===== src/rtl/pcig_pkg.sv =====
package pcig_pkg;

    typedef enum logic [1:0] {
        ST_QUIET = 2'd0,
        ST_ALERT = 2'd1,
        ST_BLIND = 2'd2
    } pcig_state_e;

endpackage


===== src/rtl/pcig_clear_decode.sv =====
module pcig_clear_decode (
    input  logic rd_ack_i,
    input  logic wr_ack_i,
    input  logic scl_rise_i,
    input  logic scl_fall_i,
    output logic clear_o
);

    logic rd_clear;
    logic wr_clear;

    // read acknowledge resolves on the rising edge, write on the falling edge
    always_comb begin
        rd_clear = rd_ack_i & scl_rise_i;
        wr_clear = wr_ack_i & scl_fall_i;
        clear_o  = rd_clear | wr_clear;
    end

endmodule


===== src/rtl/pcig_snapshot.sv =====
module pcig_snapshot #(
    parameter int unsigned         PORT_W    = 8,
    parameter logic [PORT_W-1:0]   INIT_VAL  = '1
) (
    input  logic              clk_i,
    input  logic              rst_ni,
    input  logic              load_i,
    input  logic [PORT_W-1:0] value_i,
    output logic [PORT_W-1:0] snap_o
);

    always_ff @(posedge clk_i) begin
        if (!rst_ni) begin
            snap_o <= INIT_VAL;
        end else if (load_i) begin
            snap_o <= value_i;
        end
    end

endmodule


===== src/rtl/pcig_compare.sv =====
module pcig_compare #(
    parameter int unsigned PORT_W = 8
) (
    input  logic [PORT_W-1:0] port_i,
    input  logic [PORT_W-1:0] snap_i,
    output logic              differs_o
);

    logic [PORT_W-1:0] bit_diff;

    for (genvar b = 0; b < PORT_W; b++) begin : g_bit
        assign bit_diff[b] = port_i[b] ^ snap_i[b];
    end

    assign differs_o = |bit_diff;

endmodule


===== src/rtl/port_change_irq.sv =====
module port_change_irq
    import pcig_pkg::*;
#(
    parameter int unsigned PORT_W = 8
) (
    input  logic              clk_i,
    input  logic              rst_ni,
    input  logic [PORT_W-1:0] port_i,
    input  logic              rd_ack_i,
    input  logic              wr_ack_i,
    input  logic              scl_rise_i,
    input  logic              scl_fall_i,
    output logic              int_pull_o
);

    localparam logic [PORT_W-1:0] SNAP_INIT = {PORT_W{1'b1}};

    pcig_state_e       state_q;
    pcig_state_e       state_d;
    logic              clear;
    logic              differs;
    logic [PORT_W-1:0] snap_q;

    pcig_clear_decode i_decode (
        .rd_ack_i   (rd_ack_i),
        .wr_ack_i   (wr_ack_i),
        .scl_rise_i (scl_rise_i),
        .scl_fall_i (scl_fall_i),
        .clear_o    (clear)
    );

    pcig_snapshot #(
        .PORT_W   (PORT_W),
        .INIT_VAL (SNAP_INIT)
    ) i_snapshot (
        .clk_i   (clk_i),
        .rst_ni  (rst_ni),
        .load_i  (clear),
        .value_i (port_i),
        .snap_o  (snap_q)
    );

    pcig_compare #(
        .PORT_W (PORT_W)
    ) i_compare (
        .port_i    (port_i),
        .snap_i    (snap_q),
        .differs_o (differs)
    );

    // next-state logic; a clear overrides every other transition
    always_comb begin
        state_d = state_q;
        if (clear) begin
            state_d = ST_BLIND;
        end else begin
            unique case (state_q)
                ST_QUIET: if (differs)    state_d = ST_ALERT;
                ST_ALERT: if (!differs)   state_d = ST_QUIET;
                ST_BLIND: if (scl_rise_i) state_d = differs ? ST_ALERT : ST_QUIET;
                default:                  state_d = ST_QUIET;
            endcase
        end
    end

    // state register
    always_ff @(posedge clk_i) begin
        if (!rst_ni) begin
            state_q <= ST_QUIET;
        end else begin
            state_q <= state_d;
        end
    end

    // outputs
    always_comb begin
        int_pull_o = (state_q == ST_ALERT);
    end

    // the line is released right after reset
    assert_reset_release_R1: assert property (@(posedge clk_i)
        !rst_ni |=> !int_pull_o);

    // a mismatch seen in QUIET raises the request
    assert_detect_R2: assert property (@(posedge clk_i) disable iff (!rst_ni)
        (state_q == ST_QUIET && differs && !clear) |=> int_pull_o);

    // return to the reference withdraws the request
    assert_self_clear_R3: assert property (@(posedge clk_i) disable iff (!rst_ni)
        (state_q == ST_ALERT && !differs && !clear) |=> !int_pull_o);

    // read acknowledge resolves on the rising edge
    assert_read_clear_R4: assert property (@(posedge clk_i) disable iff (!rst_ni)
        (rd_ack_i && scl_rise_i) |=> !int_pull_o);

    // write acknowledge resolves on the falling edge
    assert_write_clear_R5: assert property (@(posedge clk_i) disable iff (!rst_ni)
        (wr_ack_i && scl_fall_i) |=> !int_pull_o);

    // without a clear the reference is untouched
    assert_snap_hold_R6: assert property (@(posedge clk_i) disable iff (!rst_ni)
        !clear |=> $stable(snap_q));

    // blind window keeps the line released until a rising edge
    assert_blind_R7: assert property (@(posedge clk_i) disable iff (!rst_ni)
        (state_q == ST_BLIND && !scl_rise_i && !clear) |=> !int_pull_o);

    // the snapshot takes the port value of the clear cycle
    assert_snap_load_R8: assert property (@(posedge clk_i) disable iff (!rst_ni)
        clear |=> (snap_q == $past(port_i)));

endmodule


===== config.mk =====
export PLATFORM = sky130hd
export DESIGN_NAME = port_change_irq
export DESIGN_NICKNAME = d
export VERILOG_FILES = /design/src/rtl/pcig_pkg.sv /design/src/rtl/pcig_clear_decode.sv /design/src/rtl/pcig_snapshot.sv /design/src/rtl/pcig_compare.sv /design/src/rtl/port_change_irq.sv
export SDC_FILE = /design/constraint.sdc
export NUM_CORES = 1
export LEC_CHECK = 0
export ABC_AREA = 1
export BUFFER_PORTS_ARGS = -buffer_cell sky130_fd_sc_hd__buf_2
export CORE_AREA = 3 3 40 42
export DETAILED_ROUTE_END_ITERATION = 7
export DIE_AREA = 0 0 43 45
export PLACE_DENSITY = 0.64
export RECOVER_POWER = 50
export SLEW_MARGIN = 20
export SYNTH_ARGS = -nofsm -noshare
export SYNTH_HDL_FRONTEND = slang
export SYNTH_SLANG_ARGS = --single-unit
export TNS_END_PERCENT = 1

===== constraint.sdc =====
create_clock -name clk_i -period 1 [get_ports clk_i]
set_clock_uncertainty 0.1 [all_clocks]
set_input_delay 0.05 -clock clk_i [delete_from_list [all_inputs] [get_ports clk_i]]
set_output_delay 0.05 -clock clk_i [all_outputs]
set_load 0.02 [all_outputs]

==> out/results.txt, run 1 <==
Post-DP HPWL - 743.9 um
Worst VDD drop - 1.045 mV
DRC viols - 0
Synth Register Bits - 10
Detailed Routing Iterations Pass 1 - 4
Fin. Hold Viols - 0
Final setup fails - 0
Clock-pin slew on the worst setup and hold paths - 0.06 ns
Largest net degree at the start of global routing - 16
R2r endpoint - state_q[0]$_SDFFE_PP0P_
# Post-CTS Setup Buffers - 0
Main combinational cell family by area after synthesis - simple AND/OR/NAND/NOR gates
Fin crit period - 0.9885 ns
Root cell of the clock tree - clkbuf_4
Post-Syn Nets - 101
Mapped Cells - 87
Setup Crit Path Kind - reg2out
Crit path cell chain - inv_2, nor2_1, buf_4
WL final - 1118 um
Worst hold margin - 0.1137 ns
R2R Setup Slk - 0.03 ns
Synth warnings - 0
Chip height - 45 um
Netlist Area Pre-Place - 536.8 um^2
Vias in the first global route - 443
Simple-gate area share of the yosys netlist - 0.3357
I/O Pins - 15
Core footprint - 0.001285 mm^2
CP max stage cell - dfxtp_2
Hold crit path type - in2reg
Avg Synthesized Cell Area - 6.170 um^2
GR Util All Layers - 0.1303
Die X - 43 um
Clock tree buffer depth - 2
GR Overflow Total - 0
Nets@finish - 129
Multiplexer share of the synthesized area - 0
Post-route ant nets - 0
# rows - 13
Crit. End Element - primary output
Starting Density - 0.4177
TNS Setup - 0 ns
Cts bufs inserted - 3
Post-synth top flop - dfxtp_1
Fraction of layout cells with a size suffix above 1 - 0.2544
Ant diodes - 0
Initial antenna violation count - 0
Synth area leader - dfxtp_1
CTS tree - done
Port Buffers - 14
Iter 0 DRT Violations - 2
Final Cycle Share - 0.9885
Area grow syn2layout - 41.49%
Max-cap violations - 0
Worst-Margin Slew - 0.1940 ns
Inst Count DP - 115
Hold EP - state_q[0]$_SDFFE_PP0P_
Synth top area share - 0.3730
Die area - 0.001935 mm^2
CP arrival - 0.84 ns
Worst Path Max Fanout - 2
Crit path largest cell delay - 0.33 ns
Worst reg2reg startpoint - i_snapshot.snap_o[7]$_SDFFE_PN1P_
Leak - 0.4276 nW
Asr flop ratio synth - 0
Slew Limit Fails - 0
Outcome - finished, final reports clean
Max_slew headroom - 0.8705
H-tree depth - 1
Hold depth - 7
Fin cells - 129
Hold path startpoint - port_i[7]
Sequential share of the synthesized area - 0.3730
RSZ-0062 raised after global routing - yes
Synth area leaders - dfxtp_1 (37%), nand2_1 (19%), inv_1 (11%)
First-pass GRT wire length - 1828 um
Crit start category - flip-flop
Adder-Cell Fraction of Synth Area - 0
Synth top cells by count - nand2_1 (27), inv_1 (16), nor2_1 (11)
PD cells - 1345 mW/mm^2
DR WL/cell - 8.667 um
Clk Latency, worst-skew pair - 0.26 ns
Vias per std cell - 4.326
Xor/xnor share of the synthesized area - 0
Req. time, crit path - 0.85 ns
Unique masters post-synth - 13
Reg2Reg Depth - 7
Post-synth EDFFs - 0
Placer congestion estimate - 0.6921
Routed vias - 558
Clock sink count - 10
Compound-cell area share of the yosys netlist - 0.1445
Fmax - 1012 MHz
Count leader, synth - nand2_1
report_power, final:
group,internal [mW],total (mW),switching [mW]
sequential,0.435,0.454,0.0182
combinational,0.0979,0.210,0.112
clock,0.221,0.358,0.137
per-layer routing:
| layer | track usage | wire (um) |
|---|---|---|
| met5 | 0 | 0 |
| met4 | 0.05422 | 9 |
| met2 | 0.1826 | 460 |
| met3 | 0.07570 | 70 |
| met1 | 0.1630 | 579 |
worst max-delay path, delay by kind of cell, from the launching register on:
family                 cells  cell delay [ns]
flip-flops                 1             0.33
buffers and inverters      2             0.17
AND/OR/NAND/NOR            1             0.07
registers in the layout (all words and copies together) (netlist names):
name / cells
i_snapshot.snap_o: 8
state_q: 2
worst max-delay path by stage:
stage	endpoint	startpoint	depth (start not counted)	slack (ns)
after global routing	int_pull_o	state_q[0]$_SDFFE_PP0P_	3	-0.04
after CTS	int_pull_o	state_q[0]$_SDFFE_PP0P_	3	0.002
after floorplan	state_q[0]$_SDFFE_PP0P_	i_snapshot.snap_o[3]$_SDFFE_PN1P_	7	0.09
after detailed placement	state_q[0]$_SDFFE_PP0P_	i_snapshot.snap_o[7]$_SDFFE_PN1P_	7	0.05
after global placement	state_q[0]$_SDFFE_PP0P_	i_snapshot.snap_o[7]$_SDFFE_PN1P_	7	0.03
final	int_pull_o	state_q[0]$_SDFFE_PP0P_	3	0.01
cells by family after synthesis:
family	Yosys count
AO/OA/AOI/OAI	14
flip-flops	10
AND/OR/NAND/NOR	44
buffers and inverters	19
metrics by stage:
step	area (um^2)	setup WS [ns]	power, mW	utilization
3_5_place_dp	614.3	0.04994	0.6328	0.4781
3_3_place_gp	614.3	0.02568	0.6295	0.4781
4_1_cts	754.5	0.002405	1.035	0.5871
5_1_grt	759.5	-0.03944	1.097	0.5910
2_1_floorplan	536.8	0.09439	0.5800	-
6_report	759.5	0.01152	1.022	0.5910
placed cells by master, fill, tap and decap left out:
master / netlist / routed
a21oi_1: 5 / 4
a21oi_2: 2 / 3
buf_2: 0 / 9
buf_4: 0 / 1
clkbuf_1: 0 / 3
clkbuf_2: 0 / 1
clkbuf_4: 0 / 3
clkbuf_8: 0 / 1
dfxtp_1: 10 / 5
dfxtp_2: 0 / 5
dlygate4sd3_1: 0 / 10
inv_1: 16 / 14
inv_2: 2 / 4
nand2_1: 27 / 27
nand2_2: 1 / 1
nand2_4: 1 / 1
nand3_1: 4 / 4
nor2_1: 11 / 11
o21ai_1: 6 / 7
final cells by class:
type                    instances  area, um^2
clock buffers                   4       36.28
fillers                       129       525.5
inverters                      18       67.56
multi-input cells              58       261.5
flip-flops and latches         10       206.4
well taps                      15       18.77
repair buffers                 24       168.9
repair_timing:
action,CTS,global route
endpoints found under the hold margin,10,0
hold buffers,10,0
gates resized for setup,3,7
setup endpoints to repair,1,3
No activity file was read; power rests on OpenSTA's default activity.
==> inputs of run 2 (changes only) <==
Settings changed: ABC_CLOCK_PERIOD_IN_PS set to 1000, CORE_AREA 3 3 40 42 to unset, CORE_MARGIN set to 3, CORE_UTILIZATION set to 40, DIE_AREA 0 0 43 45 to unset.
==> run 2 against run 1 <==
Effect of this change:
- the flow now finishes with violations (setup timing)
- power grew 2.0%
- non-clock buffer count did not move
- cell area rose by 0.33%
- critical path depth unchanged
- via count increased by 4.8%
- first-iteration DRC count rose to 3.0 times the previous value
- die area decreased by 6.1%
- largest power group unchanged
- highest routed layer unchanged
==> out/results.txt, run 2 (synthesis gave the netlist of run 1 again) <==
Outcome - finished, violations left (was finished, final reports clean)
Failing checks - setup timing
Largest register FFs - 8 (unchanged)
Clk Latency, worst-skew pair - 0.28 ns (was 0.26 ns)
Fraction of layout cells with a size suffix above 1 - 0.2895 (was 0.2544)
Filler cells - 113 (was 129)
Clock-pin slew on the worst setup and hold paths - 0.07 ns (was 0.06 ns)
Clock sink count - 10 (unchanged)
Crit. End Element - primary output (unchanged)
Crit start category - flip-flop (unchanged)
Cts bufs inserted - 3 (unchanged)
Max_slew headroom - 0.8795 (was 0.8705)
Hold crit path type - in2reg (unchanged)
DRC viols - 0 (unchanged)
Highest-count cells in the layout ignoring fill and taps - nand2_1 (27), inv_1 (14), buf_2 (11) (was nand2_1 (27), inv_1 (14), nor2_1 (11))
Final Cycle Share - 1.014 (was 0.9885)
Die area - 0.001817 mm^2 (was 0.001935 mm^2)
TNS Setup - -0.01430 ns (was 0 ns)
Most common cell after layout, fill and taps aside - nand2_1 (unchanged)
Vias in the first global route - 507 (was 443)
Cell area after placement - 613.1 um^2 (was 614.3 um^2)
Area grow syn2layout - 41.96% (was 41.49%)
Routed vias - 585 (was 558)
Iter 0 DRT Violations - 6 (was 2)
CP arrival - 0.86 ns (was 0.84 ns)
GR Util All Layers - 0.1462 (was 0.1303)
Worst-Margin Slew - 0.1806 ns (was 0.1940 ns)
Placer congestion estimate - 0.6610 (was 0.6921)
Design Power - 1.043 mW (was 1.022 mW)
RSZ-0062 raised after global routing - yes (unchanged)
Root cell of the clock tree - clkbuf_4 (unchanged)
DR WL/cell - 8.922 um (was 8.667 um)
Detailed Routing Iterations Pass 1 - 4 (unchanged)
Nets@finish - 129 (unchanged)
Fmax - 985.9 MHz (was 1012 MHz)
Final setup fails - 1 (was 0)
Fin crit period - 1.014 ns (was 0.9885 ns)
Post-route ant nets - 0 (unchanged)
Chip height - 42.63 um (was 45 um)
Max-cap violations - 0 (unchanged)
H-tree depth - 1 (unchanged)
Most flop-heavy register - i_snapshot.snap_o (unchanged)
# rows - 12 (was 13)
Worst Path Max Fanout - 2 (unchanged)
First-pass GRT wire length - 1980 um (was 1828 um)
Pre-CTS setup slack - 0.04053 ns (was 0.04994 ns)
WL final - 1142 um (was 1118 um)
Largest net degree at the start of global routing - 16 (unchanged)
Worst VDD drop - 0.8563 mV (was 1.045 mV)
Setup Crit Path Kind - reg2out (unchanged)
CTS tree - done (unchanged)
Core footprint - 0.001186 mm^2 (was 0.001285 mm^2)
Clock tree buffer depth - 2 (unchanged)
Port Buffers - 14 (unchanged)
Fin cells - 128 (was 129)
Leak - 0.4326 nW (was 0.4276 nW)
Vias per std cell - 4.570 (was 4.326)
Fin. Hold Viols - 0 (unchanged)
GR Overflow Total - 0 (unchanged)
Fin worst setup slack - -0.01430 ns (was 0.01152 ns)
Post-layout util - 0.6424 (was 0.5910)
Starting Density - 0.4525 (was 0.4177)
PD cells - 1368 mW/mm^2 (was 1345 mW/mm^2)
Final non-filler cell area - 762.0 um^2 (was 759.5 um^2)
Ant diodes - 0 (unchanged)
I/O Pins - 15 (unchanged)
Post-DP HPWL - 753.2 um (was 743.9 um)
Initial antenna violation count - 0 (unchanged)
Regs by FF count - i_snapshot.snap_o: 8 flops, state_q: 2 flops (unchanged)
Worst hold margin - 0.08599 ns (was 0.1137 ns)
Slew Limit Fails - 0 (unchanged)
Die X - 42.63 um (was 43 um)
Inst Count DP - 114 (was 115)
Req. time, crit path - 0.85 ns (about the same)
## run 2: cell count changes in the layout (fill, tap and decap cells not counted)
cell      change
buf_2         +2
clkbuf_1      -2
dfxtp_1       -2
dfxtp_2       +2
a21oi_1       +1
a21oi_2       -1
nor2_1        -1
nor2_2        +1
## run 2: metal layers
layer	share of wire	up-vias	GRT usage
li1	-	320	-
met1	0.44	247	0.1790
met2	0.47	12	0.2126
met3	0.050	6	0.03863
met4	0.032	0	0.1118
met5	0	-	0
## run 2: final timing paths
path | to | start | slack, ns | depth (start not counted)
max reg2reg | state_q[0]$_SDFFE_PP0P_ | i_snapshot.snap_o[1]$_SDFFE_PN1P_ | 0.04 | 7
min | state_q[0]$_SDFFE_PP0P_ | port_i[3] | 0.09 | 7
min reg2reg | i_snapshot.snap_o[4]$_SDFFE_PN1P_ | i_snapshot.snap_o[4]$_SDFFE_PN1P_ | 0.37 | 2
max | int_pull_o | state_q[0]$_SDFFE_PP0P_ | -0.01 | 3
## run 2: layout make-up
type | instances | area [um^2] | area share
Clock buffer | 4 | 36.28 | 0.04762
Timing Repair Buffer | 24 | 171.4 | 0.2250
Multi-Input combinational cell | 58 | 260.3 | 0.3415
Tap cell | 14 | 17.52 | 0.02299
Sequential cell | 10 | 209.0 | 0.2742
Inverter | 18 | 67.56 | 0.08867
## run 2: timing repair
item                                    CTS  global route
hold buffers                             10             0
pin swaps                                 0             8
endpoints found under the setup margin    1             4
hold endpoints to repair                 10             0
buffers inserted                          0             0
resized for setup                         3            10
## run 2: worst max-delay path, stage by stage (launching register included)
cell     delay (ns)
dfxtp_2        0.34
inv_2          0.03
nor2_1         0.07
buf_4          0.14
## run 2: report_power, final
group	internal [mW]	total (mW)	switching, mW
clock network	0.222	0.376	0.155
logic	0.0987	0.210	0.112
registers	0.437	0.456	0.0191
==> inputs of run 3 (changes only) <==
Settings changed: CORE_UTILIZATION 40 to 35, PLACE_DENSITY 0.64 to 0.57.
==> run 3 against run 2 <==
Effect of this change:
- the flow now finishes without violations
- highest routed layer unchanged
- cell count unchanged
- global-route usage down 1.9 points
- count of clock-buffer cells in the layout fell by 1
- non-clock buffer count unchanged
- combinational power rose by 2%
- die area increased by 12%
- first-iteration DRC count shrank 33%
- largest cell class unchanged
- via count fell by 3.4%
- critical path depth rose by 4
==> out/results.txt, run 3 (synthesis gave the netlist of run 1 again) <==
Crit. End Element - flip-flop (was primary output)
Starting Density - 0.3929 (was 0.4525)
Port Buffers - 14 (unchanged)
Outcome - finished, final reports clean (was finished, violations left)
CP max stage cell - dfxtp_2 (unchanged)
Leak - 0.4291 nW (was 0.4326 nW)
Crit start category - flip-flop (unchanged)
# rows - 13 (was 12)
Post-DP HPWL - 746 um (was 753.2 um)
Cts bufs inserted - 3 (unchanged)
CP top delay family - simple AND/OR/NAND/NOR gates (was flip-flops)
Switching share of power - 0.2797 (was 0.2739)
PD cells - 1239 mW/mm^2 (was 1368 mW/mm^2)
P_sw - 0.2623 mW (was 0.2856 mW)
Core footprint - 0.001366 mm^2 (was 0.001186 mm^2)
Chip height - 45.16 um (was 42.63 um)
Routed vias - 565 (was 585)
GR Util All Layers - 0.1273 (was 0.1462)
Fin crit period - 0.9897 ns (was 1.014 ns)
Worst VDD drop - 0.7159 mV (was 0.8563 mV)
GR Overflow Total - 0 (unchanged)
Die area - 0.002039 mm^2 (was 0.001817 mm^2)
DRC viols - 0 (unchanged)
Seq pwr share - 0.484 (was 0.437)
Clock tree buffer depth - 2 (unchanged)
Fin. Hold Viols - 0 (unchanged)
Vias per std cell - 4.414 (was 4.570)
R2R Setup Slk - 0.01 ns (was 0.04 ns)
Hold crit path type - in2reg (unchanged)
Setup Crit Path Kind - reg2reg (was reg2out)
Clock sink count - 10 (unchanged)
Clock-pin slew on the worst setup and hold paths - 0.06 ns (was 0.07 ns)
H-tree depth - 1 (unchanged)
WL final - 1080 um (was 1142 um)
Placer congestion estimate - 0.6335 (was 0.6610)
Die X - 45.16 um (was 42.63 um)
Largest net degree at the start of global routing - 16 (unchanged)
Regs by FF count - i_snapshot.snap_o: 8 flops, state_q: 2 flops (unchanged)
Nets@finish - 129 (unchanged)
Final Cycle Share - 0.9897 (was 1.014)
Clk Latency, worst-skew pair - 0.26 ns (was 0.28 ns)
Crit path largest cell delay - 0.32 ns (was 0.34 ns)
DR WL/cell - 8.438 um (was 8.922 um)
Max_slew headroom - 0.8787 (was 0.8795)
Iter 0 DRT Violations - 4 (was 6)
Clock power frac - 0.288 (was 0.361)
Detailed Routing Iterations Pass 1 - 2 (was 4)
Crit path cell chain - inv_1, nand2_1, nand2_1, nor2_1, nand2_1, nor2_1, nor2_1 (was inv_2, nor2_1, buf_4)
Fin worst setup slack - 0.01032 ns (was -0.01430 ns)
CTS tree - done (unchanged)
Post-route ant nets - 0 (unchanged)
Most flop-heavy register - i_snapshot.snap_o (unchanged)
Largest register FFs - 8 (unchanged)
Worst-Margin Slew - 0.1818 ns (was 0.1806 ns)
Max-cap violations - 0 (unchanged)
Initial antenna violation count - 0 (unchanged)
Area grow syn2layout - 41.03% (was 41.96%)
Fin cells - 128 (unchanged)
Logic pwr share - 0.228 (was 0.202)
Worst Path Max Fanout - 2 (unchanged)
Highest-count cells in the layout ignoring fill and taps - nand2_1 (27), inv_1 (15), buf_2 (11) (was nand2_1 (27), inv_1 (14), buf_2 (11))
Internal Power - 0.6754 mW (was 0.7570 mW)
Slew Limit Fails - 0 (unchanged)
Pre-CTS setup slack - 0.02104 ns (was 0.04053 ns)
Fmax - 1010 MHz (was 985.9 MHz)
Vias in the first global route - 484 (was 507)
CP arrival - 1.05 ns (was 0.86 ns)
Most common cell after layout, fill and taps aside - nand2_1 (unchanged)
Worst path bufs/invs - 1 (was 2)
Root cell of the clock tree - clkbuf_4 (unchanged)
Ant diodes - 0 (unchanged)
Fraction of layout cells with a size suffix above 1 - 0.2566 (was 0.2895)
Req. time, crit path - 1.06 ns (was 0.85 ns)
Final setup fails - 0 (was 1)
RSZ-0062 raised after global routing - yes (unchanged)
First-pass GRT wire length - 1876 um (was 1980 um)
Inst Count DP - 115 (was 114)
I/O Pins - 15 (unchanged)
[run 3: changes by cell type in the layout (fill, tap and decap cells not counted), sizes merged]
| cell | before | now |
|---|---|---|
| clkbuf | 6 | 5 |
[run 3: layout make-up]
class | count | area, um^2
sequential | 10 | 205.2
inverter | 18 | 67.56
multi-input combinational | 58 | 267.8
fill | 145 | 609.3
clock buffer | 3 | 22.52
timing repair buffer | 24 | 175.2
tap | 15 | 18.77
[run 3: layer usage]
layer  routed length, um  vias up  part of all wire  GRT usage
li1                    -      316                 -          -
met1                 529      233              0.49     0.1570
met5                   0        -                 0          0
met4                   9        0            0.0083    0.05263
met2                 451       14              0.42     0.1893
met3                  90        2             0.083    0.05976
[run 3: worst min-delay path, stage by stage]
cell,delay (ns)
buf_2,0.10
nand2_1,0.05
nand2_1,0.05
nor2_1,0.03
nand2_1,0.04
nor2_1,0.04
nor2_1,0.06
[run 3: through the flow]
| step | hold WS, ns | setup TNS, ns | power [mW] | utilization | instance area, um^2 |
|---|---|---|---|---|---|
| after floorplan | 0.03411 | 0 | 0.5800 | - | 536.8 |
| after global placement | 0.1849 | 0 | 0.6304 | 0.4496 | 614.3 |
| after detailed placement | 0.1861 | 0 | 0.6334 | 0.4496 | 614.3 |
| after CTS | 0.09333 | 0 | 0.9435 | 0.5421 | 740.7 |
| after global routing | 0.1302 | -0.1019 | 1.003 | 0.5540 | 757.0 |
| final | 0.09575 | 0 | 0.9377 | 0.5540 | 757.0 |
[run 3: repair_timing]
action,CTS,global route
endpoints found under the setup margin,1,3
setup buffers,0,0
hold buffers,10,0
gates cloned,0,0
pin swaps,0,3
gates resized for setup,3,8
hold endpoints to repair,10,0
[run 3: worst paths after layout]
kind,from,depth (start not counted),endpoint
setup / recovery,i_snapshot.snap_o[2]$_SDFFE_PN1P_,7,state_q[0]$_SDFFE_PP0P_
hold / removal,port_i[6],7,state_q[0]$_SDFFE_PP0P_
setup reg to reg,i_snapshot.snap_o[2]$_SDFFE_PN1P_,7,state_q[0]$_SDFFE_PP0P_
hold reg to reg,i_snapshot.snap_o[5]$_SDFFE_PN1P_,2,i_snapshot.snap_o[5]$_SDFFE_PN1P_
[run 3: power by group through the flow]
stage / logic [mW] / registers, mW / clock network (mW)
floorplan: 0.125 / 0.455 / 0
global placement: 0.173 / 0.457 / 0
detailed placement: 0.176 / 0.457 / 0
CTS: 0.208 / 0.449 / 0.286
global route: 0.246 / 0.457 / 0.300
finish: 0.214 / 0.454 / 0.270
